$ cat config.mk
export PLATFORM = sky130hd
export DESIGN_NAME = cec_frame_rx
export DESIGN_NICKNAME = d
export VERILOG_FILES = /design/src/rtl/cec_rx_pkg.sv /design/src/rtl/cec_rx_sync.sv /design/src/rtl/cec_rx_timer.sv /design/src/rtl/cec_rx_buffer.sv /design/src/rtl/cec_frame_rx.sv
export SDC_FILE = /design/constraint.sdc
export NUM_CORES = 1
export LEC_CHECK = 0
export BUFFER_PORTS_ARGS = -buffer_cell sky130_fd_sc_hd__buf_4
export CAP_MARGIN = 20
export CORE_MARGIN = 2
export CORE_UTILIZATION = 55
export DETAILED_ROUTE_END_ITERATION = 6
export GPL_TIMING_DRIVEN = 0
export PLACE_DENSITY = 0.79
export SYNTH_ARGS = -nofsm -noshare
export SYNTH_HDL_FRONTEND = slang
export SYNTH_SLANG_ARGS = --single-unit
$ cat constraint.sdc
create_clock -name clk -period 5.4 [get_ports clk]
set_input_delay 0.81 -clock clk [delete_from_list [all_inputs] [get_ports clk]]
set_output_delay 0.81 -clock clk [all_outputs]
set_load 0.005 [all_outputs]
$ cat src/rtl/cec_rx_pkg.sv
package cec_rx_pkg;

    typedef enum logic [2:0] {
        ST_IDLE,
        ST_START_LOW,
        ST_START_HIGH,
        ST_BIT_SAMPLE,
        ST_BIT_WAIT,
        ST_ACK_DRIVE,
        ST_ACK_CHECK,
        ST_ERR_DRIVE
    } rx_state_e;

    localparam logic [3:0] GROUP_ADDR = 4'hF;

endpackage

$ cat src/rtl/cec_rx_sync.sv
// Two-flop synchroniser with falling-edge detection on the synchronised level.
module cec_rx_sync (
    input  logic clk,
    input  logic rst_n,
    input  logic line_async,
    output logic line_s,
    output logic fall
);
    logic meta_q, sync_q, prev_q;

    // Idle bus level is high, so reset to 1 to avoid a false edge.
    always_ff @(posedge clk or negedge rst_n) begin
        if (!rst_n) begin
            meta_q <= 1'b1;
            sync_q <= 1'b1;
            prev_q <= 1'b1;
        end else begin
            meta_q <= line_async;
            sync_q <= meta_q;
            prev_q <= sync_q;
        end
    end

    assign line_s = sync_q;
    assign fall   = prev_q & ~sync_q;
endmodule

$ cat src/rtl/cec_rx_timer.sv
// Saturating unit counter; clear has priority over counting.
module cec_rx_timer #(
    parameter int W = 13
) (
    input  logic         clk,
    input  logic         rst_n,
    input  logic         tick,
    input  logic         clear,
    output logic [W-1:0] count
);
    always_ff @(posedge clk or negedge rst_n) begin
        if (!rst_n) begin
            count <= '0;
        end else if (clear) begin
            count <= '0;
        end else if (tick && (count != '1)) begin
            count <= count + 1'b1;
        end
    end
endmodule

$ cat src/rtl/cec_rx_buffer.sv
// Collects sampled bits into bytes, tracks the slot position, the flag and the length.
module cec_rx_buffer #(
    parameter int MAX_BYTES = 16
) (
    input  logic                   clk,
    input  logic                   rst_n,
    input  logic                   clear,
    input  logic                   sample_en,
    input  logic                   sample_val,
    input  logic                   slot_done,
    output logic                   at_ack,
    output logic                   eom,
    output logic [$clog2(MAX_BYTES+1)-1:0] len,
    output logic [3:0]             dest,
    output logic [8*MAX_BYTES-1:0] data
);
    localparam int LEN_W = $clog2(MAX_BYTES + 1);

    logic [3:0]       bitpos_q;
    logic [LEN_W-1:0] byte_q;
    logic             in_range;
    logic [MAX_BYTES-1:0][7:0] mem_q;

    assign in_range = byte_q < LEN_W'(MAX_BYTES);

    always_ff @(posedge clk or negedge rst_n) begin
        if (!rst_n) begin
            bitpos_q <= '0;
            byte_q   <= '0;
            eom      <= 1'b0;
            len      <= '0;
        end else if (clear) begin
            bitpos_q <= '0;
            byte_q   <= '0;
            eom      <= 1'b0;
            len      <= '0;
        end else if (sample_en) begin
            if (bitpos_q == 4'd8) begin
                eom <= sample_val;
                len <= in_range ? byte_q + 1'b1 : LEN_W'(MAX_BYTES);
            end
            bitpos_q <= bitpos_q + 1'b1;
        end else if (slot_done) begin
            bitpos_q <= '0;
            if (in_range) begin
                byte_q <= byte_q + 1'b1;
            end
        end
    end

    // One storage byte per slot; bytes past the end match no slot and are dropped.
    for (genvar g = 0; g < MAX_BYTES; g++) begin : g_byte
        always_ff @(posedge clk or negedge rst_n) begin
            if (!rst_n) begin
                mem_q[g] <= '0;
            end else if (clear) begin
                mem_q[g] <= '0;
            end else if (sample_en && (bitpos_q < 4'd8) && (byte_q == LEN_W'(g))) begin
                mem_q[g][3'(4'd7 - bitpos_q)] <= sample_val;
            end
        end
    end

    assign at_ack = (bitpos_q == 4'd9);
    assign dest   = mem_q[0][3:0];
    assign data   = mem_q;
endmodule

$ cat src/rtl/cec_frame_rx.sv
module cec_frame_rx
    import cec_rx_pkg::*;
#(
    parameter int START_LOW_MIN = 3500,
    parameter int START_MAX     = 4700,
    parameter int SAMPLE_AT     = 850,
    parameter int PERIOD_MIN    = 2050,
    parameter int PERIOD_MAX    = 2750,
    parameter int ACK_HOLD      = 1500,
    parameter int RELEASE_BY    = 1750,
    parameter int ERR_HOLD      = 3600,
    parameter int MAX_BYTES     = 16
) (
    input  logic                             clk,
    input  logic                             rst_n,
    input  logic                             tick_us,
    input  logic                             line_in,
    input  logic [15:0]                      addr_mask,
    output logic                             drive_low,
    output logic                             msg_valid,
    output logic [$clog2(MAX_BYTES+1)-1:0]   msg_len,
    output logic [8*MAX_BYTES-1:0]           msg_data
);
    localparam int LIM_A   = (START_MAX > PERIOD_MAX) ? START_MAX : PERIOD_MAX;
    localparam int CNT_LIM = ((LIM_A > ERR_HOLD) ? LIM_A : ERR_HOLD) + 2;
    localparam int CNT_W   = $clog2(CNT_LIM + 1);

    rx_state_e        state_q, state_d;
    logic             line_s, fall_s;
    logic [CNT_W-1:0] count;
    logic             cnt_clr, buf_clr, smp_en, slot_done, deliver;
    logic             at_ack, eom, ack_me;
    logic [3:0]       dest;

    cec_rx_sync u_sync (
        .clk        (clk),
        .rst_n      (rst_n),
        .line_async (line_in),
        .line_s     (line_s),
        .fall       (fall_s)
    );

    cec_rx_timer #(.W(CNT_W)) u_timer (
        .clk   (clk),
        .rst_n (rst_n),
        .tick  (tick_us),
        .clear (cnt_clr),
        .count (count)
    );

    cec_rx_buffer #(.MAX_BYTES(MAX_BYTES)) u_buf (
        .clk        (clk),
        .rst_n      (rst_n),
        .clear      (buf_clr),
        .sample_en  (smp_en),
        .sample_val (line_s),
        .slot_done  (slot_done),
        .at_ack     (at_ack),
        .eom        (eom),
        .len        (msg_len),
        .dest       (dest),
        .data       (msg_data)
    );

    assign ack_me = (dest != GROUP_ADDR) && addr_mask[dest];

    // Next-state and control strobes
    always_comb begin
        state_d   = state_q;
        cnt_clr   = 1'b0;
        buf_clr   = 1'b0;
        smp_en    = 1'b0;
        slot_done = 1'b0;
        deliver   = 1'b0;
        unique case (state_q)
            ST_IDLE: begin
                if (fall_s) begin
                    cnt_clr = 1'b1;
                    state_d = ST_START_LOW;
                end
            end
            ST_START_LOW: begin
                if (line_s) begin
                    state_d = (count < CNT_W'(START_LOW_MIN)) ? ST_IDLE : ST_START_HIGH;
                end else if (count > CNT_W'(START_MAX)) begin
                    state_d = ST_IDLE;
                end
            end
            ST_START_HIGH: begin
                if (fall_s) begin
                    cnt_clr = 1'b1;
                    buf_clr = 1'b1;
                    state_d = ST_BIT_SAMPLE;
                end else if (count > CNT_W'(START_MAX)) begin
                    state_d = ST_IDLE;
                end
            end
            ST_BIT_SAMPLE: begin
                if (count >= CNT_W'(SAMPLE_AT)) begin
                    smp_en  = 1'b1;
                    state_d = ST_BIT_WAIT;
                end
            end
            ST_BIT_WAIT: begin
                if (fall_s) begin
                    cnt_clr = 1'b1;
                    if (count < CNT_W'(PERIOD_MIN)) begin
                        state_d = ST_ERR_DRIVE;
                    end else if (at_ack) begin
                        state_d = ack_me ? ST_ACK_DRIVE : ST_ACK_CHECK;
                    end else begin
                        state_d = ST_BIT_SAMPLE;
                    end
                end else if (count > CNT_W'(PERIOD_MAX)) begin
                    state_d = ST_IDLE;
                end
            end
            ST_ACK_DRIVE: begin
                if (count >= CNT_W'(ACK_HOLD)) begin
                    state_d = ST_ACK_CHECK;
                end
            end
            ST_ACK_CHECK: begin
                if (count >= CNT_W'(RELEASE_BY)) begin
                    if (line_s && eom) begin
                        deliver = 1'b1;
                        state_d = ST_IDLE;
                    end else begin
                        slot_done = 1'b1;
                        state_d   = ST_BIT_WAIT;
                    end
                end
            end
            ST_ERR_DRIVE: begin
                if (count >= CNT_W'(ERR_HOLD)) begin
                    state_d = ST_IDLE;
                end
            end
        endcase
    end

    // State register
    always_ff @(posedge clk or negedge rst_n) begin
        if (!rst_n) begin
            state_q <= ST_IDLE;
        end else begin
            state_q <= state_d;
        end
    end

    // Registered outputs, aligned with the state they belong to
    always_ff @(posedge clk or negedge rst_n) begin
        if (!rst_n) begin
            drive_low <= 1'b0;
            msg_valid <= 1'b0;
        end else begin
            drive_low <= (state_d == ST_ACK_DRIVE) || (state_d == ST_ERR_DRIVE);
            msg_valid <= deliver;
        end
    end
endmodule

==> summary.md, run 1 <==
| Metric | Value |
|---|---|
| Outcome | `complete, no violations` |
| Die outline area | `around 0.016 sq mm` |
| Worst Tran Pin Value | `approximately 1000 ps` |
| Top cells by count, synth | `nand2_1, dfrtp_1, mux2i_1` |
| VDD IR max | `0.227 mV` |
| Critical Path Fanout Max | `10` |
| Antenna violations before repair | `0` |
| Critical path data required time | `~5800 ps` |
| GRT Resource Usage Total | `0.315` |
| M1 WL | `between 10000 and 15000 um` |
| Seq/Total Area, Yosys | `0.494` |
| Core Region | `between 0.01 and 0.015 sq mm` |
| Share of the synthesized area in the top cell type | `0.485` |
| Post-CTS Setup Bufs | `0` |
| Reg2Reg Depth | `6` |
| CP startpoint kind | `flop` |
| CP arrival | `3150 ps` |
| Largest net degree at the start of global routing | `104` |
| Post-CTS sizing | `0` |
| Fillcell total | `between 1000 and 1500` |
| Total CTS buffers | `17` |
| RR Startpoint | `u_sync.line_s` |
| CTS Sinks | `about 160` |
| Endpoints failing setup | `0` |
| DR top layer | `met4` |
| CTS tree | `done` |
| Hold crit path type | `primary input to asynchronous set/reset pin` |
| DRT Pass-1 Iters | `7` |
| Leak | `between 0.005 and 0.006 uW` |
| Number of synthesis warnings | `0` |
| Fmax | `0.357 GHz` |
| Total negative setup slack | `0 ps` |
| Total congestion overflow | `0` |
| Worst hold slack | `295 ps` |
| RSZ-0062 raised after global routing | `no` |
| Worst r2r dst | `u_buf.data[33]` |
| # hold bufs at CTS | `0` |
| Yosys reg bits | `164` |
| Port bufs | `153` |
| DR iter-0 viols | `891` |
| Syn Area/Cell | `9.26 sq um` |
| Post-Route WL | `24800 um` |
| Cells after Synth | `between 800 and 900` |
| Final Cycle Share | `0.519` |
| Routed wl met2 | `11300 um` |
| Multi-input logic area | `0.00384 sq mm` |
| Clock tree buffer depth | `2` |
| CTS H-tree depth | `4` |
| Crit end category | `flop` |
| Cell area after synthesis | `0.00831 sq mm` |
| WL/cell | `19.6 um` |
| Initial core utilization | `0.568` |
| Power Total | `2690 uW` |
| Final ANT Viol Nets | `0` |
| PwrDens | `261 mW/mm^2` |
| Routed vias/inst | `5.93` |
| Yosys cell types | `56` |
| Main synth FF type | `dfrtp_1` |
| Largest area contributor in the netlist | `dfrtp_1` |
| HPWL Detailed | `17500 um` |
| Synth top area cells | `dfrtp_1, mux2i_1, nand2_1` |
| I/O pin total | `155` |
| Setup slack, reg-to-reg | `2600 ps` |
| Post-synth EDFFs | `0` |
| Vias in the first global route | `7503` |
| Final Skew | `11.5 ps` |
| Final Max Slew Viols | `0` |
| Endpoints failing hold | `0` |
| Max-cap violations | `0` |
| Most frequent cell after synthesis | `nand2_1` |
| Post-synth ARST share | `1.00` |
| Worst-Skew Late Latency | `440 ps` |
| Post-Syn Nets | `927` |
| Slew HR | `0.315` |
| Final Critical Period | `2800 ps` |
| Vias | `7514` |
| CTS root buf | `clkbuf_16` |
| Die W | `127 um` |
| Antenna diodes | `0` |
| Row count | `44` |
| RD Place Congestion | `0.913` |
| Met3 WL | `2570 um` |
| Layout Nets | `1100` |
| Clock-pin slew on the worst setup and hold paths | `60 ps` |
| Layout cells sized above 1 | `0.201` |
| First-pass GRT wire length | `around 40000 um` |
| Chip height | `127 um` |
| Worst Setup Path Type | `flop to flop` |
| Reg area | `0.00411 sq mm` |
| Post-route DRC | `0` |
| Area Growth Syn to Fin | `23.9%` |
==> cell families (layout without fill, tap and decap cells) <==
logic type,count (synthesis),count (layout),synth area share
AO/OA/AOI/OAI,109,109,0.0855
XOR/XNOR,16,16,0.0169
adder cells (fa/ha/maj),9,9,0.0135
buffers and inverters,82,268,0.0438
flip-flops,164,164,0.494
multiplexers,109,109,0.135
AND/OR/NAND/NOR,409,409,0.212
==> per-layer routing <==
metal | global-route usage | up-vias
met3 | 0.0911 | 80
met5 | 0 | -
met2 | 0.481 | 413
met1 | 0.422 | 3637
met4 | 0.138 | 0
li1 | - | 3384
==> worst max path at each step <==
stage | from | endpoint | slack (ps)
after global routing | state_q[2] | u_buf.data[11] | 2420
after detailed placement | u_sync.line_s | u_buf.data[33] | 2780
after floorplan | addr_mask[7] | state_q[0] | 3270
final | u_sync.line_s | u_buf.data[33] | 2600
after global placement | rst_n | u_buf.data[51] | 2610
after CTS | state_q[2] | u_buf.data[12] | 2730
==> cell type report <==
cell class                 instances  share of cell area
timing repair buffer             154               0.115
tap                              184              0.0224
buffer                            65              0.0292
multi-input combinational        652               0.373
sequential                       164               0.399
clock inverter                    13              0.0113
clock buffer                      19              0.0440
inverter                          17             0.00620
==> layout by cell type (no fill, tap or decap), types with 15 or more instances in the layout <==
cell type  instances
a21oi_1           35
buf_4            152
clkbuf_1          42
clkbuf_16         17
dfrtp_1          161
inv_1             16
mux2i_1          105
nand2_1          235
nand3_1           36
nor2_1            69
nor3_1            15
o21ai_0           29
==> registers in the layout, summed over array words and instances (netlist names) <==
register / flops
u_buf.len: 5
u_sync.prev_q: 1
u_sync.line_s: 1
u_buf.byte_q: 5
u_timer.count: 13
u_sync.meta_q: 1
state_q: 3
msg_valid: 1
u_buf.data: 128
drive_low: 1
u_buf.eom: 1
u_buf.bitpos_q: 4
==> per-stage QoR <==
step	cells	instance area (sq um)	utilization	worst slack [ps]
after detailed placement	1236	9730	0.664	2780
after global placement	1235	9690	0.662	2610
after global routing	1268	10300	0.703	2420
final	1268	10300	0.703	2600
after CTS	1268	10300	0.703	2730
after floorplan	898	8310	-	3270
==> power breakdown <==
| part | total [uW] | switching [uW] | internal [uW] |
|---|---|---|---|
| Sequential | 1270 | 13.1 | 1250 |
| Clock | 1170 | 541 | 627 |
| Combinational | 260 | 175 | 84.0 |
==> critical path, stage by stage (launching register included) <==
cell and delay (ps):
dfstp_2 540, clkbuf_1 390, inv_1 170, nor2_1 420
nand3_1 470, clkbuf_1 450, mux2i_1 270
(Power assumes the default switching activity.)
==> run 2: changes to the inputs <==
- CORE_UTILIZATION: 55 -> 51
- PLACE_DENSITY: 0.79 -> 0.77
- clock period: 5.4 -> 2.3 ns (I/O delays scaled with it)
==> summary.md, run 2 (synthesis gave the netlist of run 1 again) <==
| Metric | Value |
|---|---|
| DR iter-0 viols | `1026 (was 891)` |
| PwrDens | `609 mW/mm^2 (was 261 mW/mm^2)` |
| Fillcell total | `1325 (was 1181)` |
| I/O pin total | `155 (unchanged)` |
| Final ANT Viol Nets | `0 (unchanged)` |
| RSZ-0062 raised after global routing | `yes (was no)` |
| Final Critical Period | `2250 ps (was 2800 ps)` |
| Die W | `132 um (was 127 um)` |
| Multi-input logic area | `0.00396 sq mm (was 0.00384 sq mm)` |
| Crit end category | `flop (unchanged)` |
| CTS tree | `done (unchanged)` |
| First-pass GRT wire length | `40100 um (was 39200 um)` |
| Final Max Slew Viols | `0 (unchanged)` |
| RR Startpoint | `u_timer.count[3] (was u_sync.line_s)` |
| RD Place Congestion | `0.922 (was 0.913)` |
| CTS Sinks | `164 (unchanged)` |
| Final Skew | `10.2 ps (was 11.5 ps)` |
| Hold crit path type | `primary input to flop (was primary input to asynchronous set/reset pin)` |
| VDD IR max | `0.571 mV (was 0.227 mV)` |
| Max-cap violations | `0 (unchanged)` |
| Layout cells sized above 1 | `0.244 (was 0.201)` |
| Vias in the first global route | `7339 (was 7503)` |
| Core Region | `0.0159 sq mm (was 0.0146 sq mm)` |
| CTS root buf | `clkbuf_16 (unchanged)` |
| Worst-Skew Late Latency | `440 ps (about the same)` |
| Post-Route WL | `25500 um (was 24800 um)` |
| Worst Tran Pin Value | `1090 ps (was 1020 ps)` |
| Endpoints failing hold | `0 (unchanged)` |
| CTS H-tree depth | `4 (unchanged)` |
| Total congestion overflow | `0 (unchanged)` |
| WL/cell | `19.6 um (about the same)` |
| Worst slack, placed | `-363 ps (was 2780 ps)` |
| Initial core utilization | `0.523 (was 0.568)` |
| Total CTS buffers | `17 (unchanged)` |
| Fmax | `0.445 GHz (was 0.357 GHz)` |
| Clock tree buffer depth | `2 (unchanged)` |
| Critical Path Fanout Max | `10 (unchanged)` |
| Endpoints failing setup | `0 (unchanged)` |
| Commonest non-fill, non-tap cell in the layout | `nand2_1 (unchanged)` |
| Worst hold slack | `12.6 ps (was 295 ps)` |
| Most frequent cells in the layout | `nand2_1, buf_4, dfrtp_1 (was nand2_1, dfrtp_1, buf_4)` |
| Setup slack after layout | `53.5 ps (was 2600 ps)` |
| Chip height | `132 um (was 127 um)` |
| Die outline area | `0.0173 sq mm (was 0.0161 sq mm)` |
| Reg area | `0.00411 sq mm (about the same)` |
| CP startpoint | `u_timer.count[3] (was u_sync.line_s)` |
| Final Cycle Share | `0.977 (was 0.519)` |
| Critical path data required time | `2600 ps (was 5750 ps)` |
| DRT Pass-1 Iters | `7 (unchanged)` |
| Setup slack, reg-to-reg | `50 ps (was 2600 ps)` |
| Leak | `0.00542 uW (was 0.00532 uW)` |
| Vias | `7548 (was 7514)` |
| CP startpoint kind | `flop (unchanged)` |
| Max FFs per register | `128 (unchanged)` |
| Largest net degree at the start of global routing | `106 (was 104)` |
| Row count | `46 (was 44)` |
| Antenna violations before repair | `0 (unchanged)` |
| Reg2Reg Depth | `9 (was 6)` |
| Violated checks | `DRC` |
| Layout Nets | `1101 (was 1100)` |
| Routed vias/inst | `5.80 (was 5.93)` |
| Port bufs | `153 (unchanged)` |
| Worst r2r dst | `u_buf.data[39] (was u_buf.data[33])` |
| Area Growth Syn to Fin | `27.0% (was 23.9%)` |
| Antenna diodes | `0 (unchanged)` |
| CP arrival | `2540 ps (was 3150 ps)` |
| Slew HR | `0.264 (was 0.315)` |
| Outcome | `complete, but fails checks (was complete, no violations)` |
| CP Capture Point | `u_buf.data[39] (was u_buf.data[33])` |
| Worst Setup Path Type | `flop to flop (unchanged)` |
| Clock-pin slew on the worst setup and hold paths | `70 ps (was 60 ps)` |
| HPWL Detailed | `17800 um (was 17500 um)` |
| GRT Resource Usage Total | `0.294 (was 0.315)` |
| Post-route DRC | `6 (was 0)` |
[run 2: changes by cell type in the layout (fill, tap and decap cells not counted), sizes merged]
| cell | previous run | this run |
|---|---|---|
| clkbuf | 62 | 58 |
| clkinvlp | 4 | 2 |
| buf | 176 | 179 |
| dlygate4sd3 | 0 | 1 |
| inv | 22 | 25 |
[run 2: metal layers]
layer  part of all wire  vias to the layer above  GRT usage
met4              0.024                        0     0.0990
li1                   -                     3391          -
met3              0.090                       54     0.0509
met2               0.47                      424      0.469
met5                  0                        -          0
met1               0.42                     3679      0.408
[run 2: through the flow]
step	instances	total power (uW)	TNS, ps	area, sq um	util
after floorplan	898	3410	0	8310	-
after global routing	1301	6630	-37.3	10600	0.664
after CTS	1303	6420	0	10500	0.659
final	1301	6430	0	10600	0.664
after detailed placement	1268	3630	-21310	9770	0.615
after global placement	1267	3620	-21130	9730	0.613
[run 2: what timing repair did]
action	4_1_cts	5_1_grt
resized for setup	26	43
pin swaps	4	6
setup endpoints to repair	125	142
hold buffers	1	0
gates cloned	0	0
setup buffers	5	1
hold endpoints to repair	56	0
[run 2: worst min path at each step]
stage | startpoint | end | slack (ps) | cells past startpoint
floorplan | rst_n | drive_low | 50 | 0
global placement | u_sync.meta_q | u_sync.line_s | 360 | 0
detailed placement | rst_n | u_timer.count[7] | 300 | 1
CTS | line_in | u_sync.meta_q | 9 | 1
global route | line_in | u_sync.meta_q | 3 | 1
finish | line_in | u_sync.meta_q | 10 | 1
[run 2: report_power, final]
part,switching (uW),internal [uW],leakage [uW]
clock network,1350,1470,0.000279
registers,72.5,2940,0.00227
logic,401,201,0.00287
total,1820,4610,0.00542
[run 2: final cells by class]
type | count | share of cell area
buffer | 59 | 0.0309
clock buffer | 18 | 0.0416
timing repair buffer | 161 | 0.119
inverter | 17 | 0.00605
multi-input combinational | 652 | 0.375
clock inverter | 14 | 0.0130
sequential | 164 | 0.389
tap | 216 | 0.0256
[run 2: critical path, cell delays in order (launching register included)]
cell and delay, ps:
dfrtp_1 380, buf_6 140, o311a_4 380, o311ai_4 360, a21oi_4 150, and2_4 180
buf_6 130, buf_8 150, a31oi_1 180, a21oi_1 60
==> run 3: changes to the inputs <==
- CORE_UTILIZATION: 51 -> 50
- PLACE_DENSITY: 0.77 -> 0.78
==> summary.md, run 3 (synthesis gave the netlist of run 1 again) <==
| Metric | Value |
|---|---|
| Fmax | `0.444 GHz (was 0.445 GHz)` |
| Buf/Inv on CP | `3 (unchanged)` |
| Post-Route WL | `25400 um (was 25500 um)` |
| Commonest non-fill, non-tap cell in the layout | `nand2_1 (unchanged)` |
| Multi-input logic area | `0.00394 sq mm (was 0.00396 sq mm)` |
| Critical Path Fanout Max | `10 (unchanged)` |
| CTS root buf | `clkbuf_16 (unchanged)` |
| Met1 Use GR | `0.410 (was 0.408)` |
| Final Cycle Share | `0.980 (was 0.977)` |
| HPWL Detailed | `17500 um (was 17800 um)` |
| Core Region | `0.0164 sq mm (was 0.0159 sq mm)` |
| Area Growth Syn to Fin | `27.6% (was 27.0%)` |
| Vias | `7605 (was 7548)` |
| Final Critical Period | `2250 ps (about the same)` |
| Worst-Skew Late Latency | `440 ps (about the same)` |
| CP startpoint kind | `flop (unchanged)` |
| VDD IR max | `0.571 mV (about the same)` |
| Antenna diodes | `0 (unchanged)` |
| CTS H-tree depth | `4 (unchanged)` |
| Power Total | `6640 uW (was 6430 uW)` |
| Grt met3 use | `0.0651 (was 0.0509)` |
| Worst Setup Path Type | `flop to flop (unchanged)` |
| Vias in the first global route | `7311 (was 7339)` |
| DP Area | `0.00977 sq mm (about the same)` |
| CTS Sinks | `164 (unchanged)` |
| I/O pin total | `155 (unchanged)` |
| First-pass GRT wire length | `39600 um (was 40100 um)` |
| Total CTS buffers | `17 (unchanged)` |
| Setup slack after layout | `45.7 ps (was 53.5 ps)` |
| Top Usage Layer GRT | `met2 (unchanged)` |
| PwrDens | `626 mW/mm^2 (was 609 mW/mm^2)` |
| Max incr delay on CP | `400 ps (was 380 ps)` |
| Antenna violations before repair | `0 (unchanged)` |
| Slowest CP cell | `dfrtp_1 (unchanged)` |
| DR iter-0 viols | `849 (was 1026)` |
| Final Skew | `8.92 ps (was 10.2 ps)` |
| CP delay by family, top | `compound AO/OA/AOI/OAI gates (unchanged)` |
| Slew HR | `0.464 (was 0.264)` |
| Outcome | `complete, no violations (was complete, but fails checks)` |
| Initial core utilization | `0.507 (was 0.523)` |
| Die W | `133 um (was 132 um)` |
| WL/cell | `19.4 um (was 19.6 um)` |
| Most frequent cells in the layout | `nand2_1, buf_4, dfrtp_1 (unchanged)` |
| Crit end category | `flop (unchanged)` |
| Leak | `0.00546 uW (was 0.00542 uW)` |
| Design area | `0.0106 sq mm (about the same)` |
| Layout cells sized above 1 | `0.241 (was 0.244)` |
| Worst hold slack | `13.5 ps (was 12.6 ps)` |
| Post-route DRC | `0 (was 6)` |
| Clock-pin slew on the worst setup and hold paths | `70 ps (about the same)` |
| Fillcell total | `1332 (was 1325)` |
| Endpoints failing setup | `0 (unchanged)` |
| Port bufs | `153 (unchanged)` |
| Max-cap violations | `0 (unchanged)` |
| Critical path data required time | `2650 ps (was 2600 ps)` |
| Clock tree buffer depth | `2 (unchanged)` |
| Row count | `47 (was 46)` |
| Layout Nets | `1105 (was 1101)` |
| Routed vias/inst | `5.81 (was 5.80)` |
| GR Util met2 | `0.448 (was 0.469)` |
| Total negative setup slack | `0 ps (unchanged)` |
| Reg area | `0.00411 sq mm (unchanged)` |
| Final Max Slew Viols | `0 (unchanged)` |
| GRT Resource Usage Total | `0.290 (was 0.294)` |
| CTS tree | `done (unchanged)` |
| CP arrival | `2600 ps (was 2540 ps)` |
| Endpoints failing hold | `0 (unchanged)` |
| Cells along the critical path | `buf_6 -> o311a_4 -> o311ai_4 -> buf_4 -> a211oi_4 -> buf_2 -> nand2_1 -> mux2i_1 (was buf_6 -> o311a_4 -> o311ai_4 -> a21oi_4 -> and2_4 -> buf_6 -> buf_8 -> a31oi_1 -> a21oi_1)` |
| Hold crit path type | `primary input to flop (unchanged)` |
| Total congestion overflow | `0 (unchanged)` |
| DRT Pass-1 Iters | `5 (was 7)` |
| Max FFs per register | `128 (unchanged)` |
| Die outline area | `0.0177 sq mm (was 0.0173 sq mm)` |
| Final ANT Viol Nets | `0 (unchanged)` |
| Largest net degree at the start of global routing | `101 (was 106)` |
| RD Place Congestion | `0.910 (was 0.922)` |
| Chip height | `133 um (was 132 um)` |
| Worst Tran Pin Value | `798 ps (was 1090 ps)` |
| Worst slack, placed | `-234 ps (was -363 ps)` |
-- run 3: cell types whose count changed in the layout (fill, tap and decap cells not counted), sizes merged --
cell / before / now
inv: 25 / 23
bufinv: 0 / 2
buf: 179 / 184
clkinv: 4 / 3
-- run 3: metal layers --
layer	vias to the layer above	wire length [um]	share of wire
met3	74	2330	0.091
met5	-	0	0
met2	404	11800	0.46
met4	0	690	0.027
met1	3744	10600	0.42
li1	3383	-	-
-- run 3: repair_timing --
item                                    4_1_cts  5_1_grt
gates resized for setup                      31       34
hold buffers                                  1        0
buffers inserted                              2        6
gates cloned                                  0        1
endpoints found under the hold margin        61        0
pin swaps                                     4        3
endpoints found under the setup margin      127      137
-- run 3: path summary, 6_finish.rpt --
check / from / end / slack, ps / cells past startpoint
worst max-delay path: u_timer.count[1] / u_buf.data[77] / 50 / 8
worst min-delay path: line_in / u_sync.meta_q / 10 / 1
worst max register to register: u_timer.count[1] / u_buf.data[77] / 50 / 8
worst min register to register: u_sync.meta_q / u_sync.line_s / 370 / 0
max in group asynchronous: rst_n / u_buf.data[58] / 1010 / 3
min in group asynchronous: rst_n / u_timer.count[7] / 430 / 2
-- run 3: report_power, final --
group / internal (uW) / total (uW) / switching (uW)
clock: 1670 / 2960 / 1290
combinational: 262 / 702 / 441
sequential: 2940 / 2980 / 40.8
-- run 3: area by class of cell --
cell class | count | share of cell area
well taps | 220 | 0.0259
inverters | 17 | 0.00601
multi-input cells | 652 | 0.371
flip-flops and latches | 164 | 0.387
plain buffers | 59 | 0.0317
repair buffers | 165 | 0.121
clock buffers | 19 | 0.0417
clock inverters | 13 | 0.0154
-- run 3: through the flow --
step           instances   util
2_1_floorplan        898      -
3_3_place_gp        1271  0.594
3_5_place_dp        1272  0.596
4_1_cts             1304  0.639
5_1_grt             1309  0.647
6_report            1309  0.647
